==> config.mk <==
export PLATFORM = sky130hd
export DESIGN_NAME = precise_exc_unit
export DESIGN_NICKNAME = d
export VERILOG_FILES = /design/src/rtl/precise_exc_unit.sv
export SDC_FILE = /design/constraint.sdc
export NUM_CORES = 1
export LEC_CHECK = 0
export BUFFER_PORTS_ARGS = -buffer_cell sky130_fd_sc_hd__buf_4
export CAP_MARGIN = 10
export CORE_UTILIZATION = 54
export CTS_BUF_LIST = sky130_fd_sc_hd__clkbuf_2
export DETAILED_ROUTE_END_ITERATION = 10
export PLACE_DENSITY = 0.83
export RECOVER_POWER = 25
export SLEW_MARGIN = 30
export SYNTH_ARGS = -nofsm -noshare
export SYNTH_HDL_FRONTEND = slang
export SYNTH_SLANG_ARGS = --single-unit
export TNS_END_PERCENT = 100
==> constraint.sdc <==
create_clock -name clk -period 2 [get_ports clk]
set_input_delay 0.1 -clock clk [delete_from_list [all_inputs] [get_ports clk]]
set_output_delay 0.1 -clock clk [all_outputs]
set_load 0.05 [all_outputs]
==> src/rtl/precise_exc_unit.sv <==
module precise_exc_unit #(
  parameter int XLEN = 32,
  parameter logic [XLEN-1:0] RESET_PC = '0,
  parameter logic [XLEN-1:0] HANDLER_PC = 'h100,
  parameter int PC_STEP = 4
) (
  input  logic            clk,
  input  logic            rst_n,
  input  logic            fetch_en_i,
  input  logic            fault_if_i,
  input  logic            fault_ex_i,
  input  logic            fault_mem_i,
  output logic [XLEN-1:0] pc_o,
  output logic [4:0]      valid_o,
  output logic            mem_we_o,
  output logic            commit_o,
  output logic [XLEN-1:0] commit_pc_o,
  output logic            exc_o,
  output logic [XLEN-1:0] epc_o,
  output logic [1:0]      cause_o
);
  localparam int NST = 5;
  localparam int WB = NST - 1;
  localparam int MEM = NST - 2;
  localparam logic [XLEN-1:0] STEP = XLEN'(PC_STEP);

  logic [XLEN-1:0] pc_q, epc_q;
  logic [1:0]      cause_q;
  logic [NST-1:0]  v;
  logic [XLEN-1:0] spc [NST];
  logic [2:0]      mark [NST];
  logic            take;
  logic [1:0]      cause_n;

  assign take     = v[WB] & (|mark[WB]);
  assign cause_n  = mark[WB][0] ? 2'd0 : (mark[WB][1] ? 2'd1 : 2'd2);
  assign pc_o     = pc_q;
  assign valid_o  = v;
  assign exc_o    = take;
  assign commit_o = v[WB] & ~(|mark[WB]);
  assign commit_pc_o = spc[WB];
  assign mem_we_o = v[MEM] & ~(|mark[MEM]) & ~fault_mem_i & ~take;
  assign epc_o    = epc_q;
  assign cause_o  = cause_q;

  always_ff @(posedge clk or negedge rst_n) begin
    if (!rst_n) begin
      pc_q    <= RESET_PC;
      epc_q   <= '0;
      cause_q <= '0;
      v       <= '0;
      for (int i = 0; i < NST; i++) begin
        spc[i]  <= '0;
        mark[i] <= '0;
      end
    end else if (take) begin
      v       <= '0;
      pc_q    <= HANDLER_PC;
      epc_q   <= spc[WB];
      cause_q <= cause_n;
    end else begin
      v       <= {v[NST-2:0], fetch_en_i};
      spc[0]  <= pc_q;
      mark[0] <= '0;
      spc[1]  <= spc[0];
      mark[1] <= mark[0] | {2'b00, fault_if_i};
      spc[2]  <= spc[1];
      mark[2] <= mark[1];
      spc[3]  <= spc[2];
      mark[3] <= mark[2] | {1'b0, fault_ex_i, 1'b0};
      spc[4]  <= spc[3];
      mark[4] <= mark[3] | {fault_mem_i, 2'b00};
      if (fetch_en_i) pc_q <= pc_q + STEP;
    end
  end
endmodule


### Word-level counts from Yosys, hierarchy flattened

Cells that the tools add are included.

| word-level totals | value |
|---|---|
| flip-flop bits (word level) | 239 |
| bits of input ports | 6 |
| output and inout port bits | 106 |
| word-level logic and storage cells | 33 |

| cells by class | value |
|---|---|
| add/subtract/negate cells | 1 |
| multiplexer cells | 5 |
| bitwise gates (word level) | 11 |
| reduce and logical (&&, ||, !) cells | 3 |

Operator list:

| kind | count |
|---|---|
| 2-to-1 mux 32 bit | 2 |
| adder 32 x 3 -> 32 bit (second input constant) | 1 |
| OR reduction 3 bit | 2 |
| AND 1 bit | 5 |
| 2-to-1 mux 5 bit | 1 |
| 2-to-1 mux 2 bit | 2 |
| NOT 1 bit | 4 |
| bitwise OR 3 bit | 1 |
| bitwise OR 1 x 2 -> 2 bit | 1 |
| nonzero test 2 bit | 1 |

### Logic depth before layout (Yosys ltp)

| depth | value |
|---|---|
| word-level depth | 5 |
| depth in mapped cells | 7 |
| gate-level depth less buffers | 5 |

### Worst setup path before layout

No wires, ideal clock.

| path | value |
|---|---|
| kind | flip-flop to output port |
| start | reg v[4] (netlist: valid_o[4]) |
| end | out mem_we_o |
| arrival | 2.852 ns |
| data required time | 1.900 ns |
| setup slack | -0.952 ns |
| cell stages (with the launch flop) | 5 |
| buffers on the path | 1 |
| path through | dfrtp_1 -> nand2b_1 -> clkbuf_1 -> and2_1 -> nor4b_1 |

| between the ends | value |
|---|---|
| cells in the longest elaborated chain, start to end | 3 |

RTL lines:

| what | RTL line | RTL |
|---|---|---|
| from (decl) | 29 | `logic [NST-1:0] v;` |
| from (signal assigned) | 62 | `v <= {v[NST-2:0], fetch_en_i};` |
| AND 1 bit | 35 | `assign take = v[WB] & (\|mark[WB]);` |
| NOT 1 bit | 42 | `assign mem_we_o = v[MEM] & ~(\|mark[MEM]) & ~fault_mem_i & ~take;` |
| AND 1 bit | 42 |  |
| to (decl) | 15 | `output logic mem_we_o,` |

Every way passes these cells.

### Worst setup path in the final report

| path | value |
|---|---|
| start | reg mark[1] in the netlist's numbering |
| end | out mem_we_o |

| between the ends | value |
|---|---|
| cells in the longest elaborated chain, start to end | 4 |

RTL lines:

| what | RTL line | RTL |
|---|---|---|
| from (decl) | 31 | `logic [2:0] mark [NST];` |
| OR reduction 3 bit | 35 |  |
| AND 1 bit | 35 |  |
| NOT 1 bit | 42 |  |
| AND 1 bit | 42 |  |

Every way passes these cells.

==> results_dict.tcl <==
set metrics [dict create \
    drtAntennaViolNets 0 \
    power_frac_comb_pct 28.2 \
    firstDrtPassIters 5 \
    clockBufferDepth 3 \
    hold_violations 0 \
    cp-end-kind "output pin" \
    slew_headroom_pct 0.148 \
    tightest_slew_ps 1500 \
    worst-path-max-fanout 2 \
    fmax_ghz 0.447 \
    cp_top_family "simple AND/OR/NAND/NOR gates" \
    crit_buf_inv 1 \
    clock-sinks 224 \
    synthFlopType "dfrtp_1" \
    yosys_warnings 0 \
    drtIter0Drc 450 \
    cts-root-buf "clkbuf_2" \
    routedWlPerCell_um 13.7 \
    io_pins 112 \
    netSwitchingFraction_pct 37.1 \
    cts_tree "done" \
    final_layout_size_suffix_gt1_share_pct 23.1 \
    clock-skew-final_ps 62.7 \
    std_cell_rows 46 \
    p_int_mw 7.24 \
    fin_crit_sh_pct 112 \
    grt_max_degree 73 \
    ir_drop_mv 0.688 \
    insertion_delay_ps 820 \
    utilization_pct 66.5 \
    outcome "finished, violations left" \
    crit_chain "nor3_2 -> nand2b_4 -> and2_4 -> nor4b_4 -> buf_6" \
    cp_slowest_cell "dfrtp_1" \
    synth_edf_count 0 \
    grt_usage_pct 22.2 \
    seqCellArea_um2 5630 \
    totalWireLength_mm 18.4 \
    max_cap_violations 0 \
    vias 6691 \
    finalSetupTns_ps -396 \
    dp_hpwl_mm 10.9 \
    required_ps 1900 \
    p_leak_nw 6.03 \
    core_area_um2 16000 \
    numPlacedInstances 1235 \
    clkTransAtPathRegs_ps 110 \
    multiInputGateArea_um2 2850 \
    cts_made_buffers 53 \
    timing.final.ws_setup_ps -238 \
    finalCriticalPeriod_ps 2240 \
    synth.distinct_cells 36 \
    synth_area_per_cell_um2 9.19 \
    worst_ep_arrival_time_ps 2140 \
    instances_no_fill 1349 \
    grt_pass1_vias 6308 \
    async_reset_ff_share_pct 100 \
    viasPerCell 4.96 \
    die-area_um2 17000 \
    drc 0 \
    rsz0062_at_grt "true" \
    antenna_found_initial 1 \
    die_h_um 130 \
    fin_nets 1107 \
    seqPwrFrac_pct 46.1 \
    grt_overflow_total 0 \
    holdCritPathClass "in2reg" \
    final-setup-viol-count 2 \
    slew_violations 0 \
    ys_ff_latch 224 \
    critPathKind "reg2out" \
    die_x_um 130 \
    syn_inst 967 \
    grt_pass1_wl_mm 29.8 \
    switching_power_mw 4.27 \
    port_buffers 105 \
    clkPwrFrac_pct 25.6 \
    cp-start-kind "flip-flop" \
    ys_seq_area_share_pct 63.1 \
    place.gp.congestion 0.844 \
    htree_levels 2 \
    syn_to_final_growth_pct 19.8 \
    fillers 1279 \
    start_util_pct 55.6 \
    failed_checks "setup timing" \
    critical-path-max-stage-delay_ps 410 \
    powerDensity_nw_per_um2 1080 \
    syn-cell-area_um2 8890 \
]
synth_stat cells (2+ instances only):
| library cell | count | area (um2) |
|---|---|---|
| buf_4 | 36 | 270 |
| xnor2_1 | 5 | 43.8 |
| and2_1 | 6 | 37.5 |
| or3_1 | 5 | 31.3 |
| inv_1 | 6 | 22.5 |
| buf_2 | 2 | 10.0 |
| a21oi_1 | 18 | 90.1 |
| clkbuf_1 | 33 | 124 |
| nand2_1 | 529 | 1990 |
| clkbuf_8 | 2 | 27.5 |
| mux2i_1 | 4 | 40.0 |
| o31ai_1 | 9 | 67.6 |
| nand2b_1 | 4 | 25.0 |
| nor2_1 | 11 | 41.3 |
| and3_1 | 4 | 25.0 |
| nor3_1 | 3 | 15.0 |
| o21ai_0 | 14 | 70.1 |
| or4_1 | 10 | 75.1 |
| nor4_1 | 4 | 25.0 |
| xor2_1 | 4 | 35.0 |
| dfrtp_1 | 224 | 5610 |
| nand4_1 | 6 | 37.5 |
| nand3_1 | 6 | 30.0 |
| buf_6 | 2 | 22.5 |
| or3_2 | 3 | 22.5 |
| buf_1 | 7 | 26.3 |
final timing paths:
kind,from,to,slack (ps),cells after the start
hold / removal,fault_ex_i,mark[4],40,4
setup reg to reg,pc_o[2],pc_o[20],100,6
hold reg to reg,spc[79],spc[47],430,2
min in group asynchronous,rst_n,pc_o[22],760,3
setup / recovery,mark[1],mem_we_o,-240,5
max in group asynchronous,rst_n,pc_o[16],190,3
power by group through the flow:
stage | combinational (mW) | clock [mW] | sequential [mW]
floorplan | 1.50 | 0 | 5.84
global placement | 2.74 | 0 | 5.36
detailed placement | 2.79 | 0 | 5.39
CTS | 3.02 | 3.03 | 5.30
global route | 3.51 | 3.28 | 5.36
finish | 3.25 | 2.95 | 5.31
metrics by stage:
step           setup WS, ps  hold slack, ps  instance area (um2)  power, mW
2_1_floorplan         -53.5            -196                 8970       7.34
3_3_place_gp           33.1            85.9                 9850       8.11
3_5_place_dp          -24.4            86.8                 9850       8.18
4_1_cts                -203            1.60                10500       11.3
5_1_grt                -350            24.4                10600       12.2
6_report               -238            38.4                10600       11.5
placed cells by master, fill, tap and decap left out, types with 5 or more instances in the layout:
master and instances:
dlygate4sd3_1 7, dfrtp_1 203, or4_1 9, nor2_1 11, nand4_1 6, conb_1 6
o31ai_1 9, xnor2_1 5, o21ai_0 14, nand3_1 6, or3_1 5, clkinv_1 8
and2_1 5, inv_1 6, clkbuf_2 75, buf_12 9, dfrtp_2 21, a21oi_1 16
nand2_1 529, buf_4 130
metal layers:
metal  up-vias  GRT usage [%]  routed length [um]
met5         -              0                   0
met4         0           8.28                 364
met3        42           6.15                1330
met2       228           33.6                8550
met1      3120           30.6                8190
li1       3301              -                   -
cells by family after synthesis:
group,synth area share (%)
AND/OR/NAND/NOR,27.0
adder cells (fa/ha/maj),0.141
buffers and inverters,5.70
other,0.0422
multiplexers,0.450
AO/OA/AOI/OAI,2.74
XOR/XNOR,0.887
flip-flops,63.1
layout make-up:
type                    instances  share of cell area, %
repair buffers                153                   12.6
multi-input cells             659                   26.8
clock inverters                12                  0.928
well taps                     216                   2.54
inverters                       7                  0.494
repair inverters                2                  0.188
clock buffers                  75                   3.53
diodes                          1                 0.0235
flip-flops and latches        224                   52.9
what timing repair did:
| action | in CTS | in global routing |
|---|---|---|
| pin swaps | 2 | 2 |
| hold endpoints to repair | 248 | 0 |
| gates resized for setup | 11 | 8 |
| hold buffers | 7 | 0 |
| buffers inserted | 8 | 9 |
| endpoints found under the setup margin | 7 | 44 |
| gates cloned | 1 | 3 |
registers in the layout, indices dropped and copies added (netlist names):
name / flops
cause_o: 2
commit_pc_o: 30
epc_o: 30
mark: 7
pc_o: 30
spc: 120
valid_o: 5
worst reg2reg max path, delay by kind of cell, from the launching register on:
| family | cells | cell delay [ps] |
|---|---|---|
| adders and majority gates | 1 | 190 |
| buffers and inverters | 1 | 200 |
| AOI/OAI and AO/OA | 1 | 170 |
| DFF | 1 | 450 |
| and+or+nand+nor | 3 | 780 |
No activity file was read; power rests on OpenSTA's default activity.
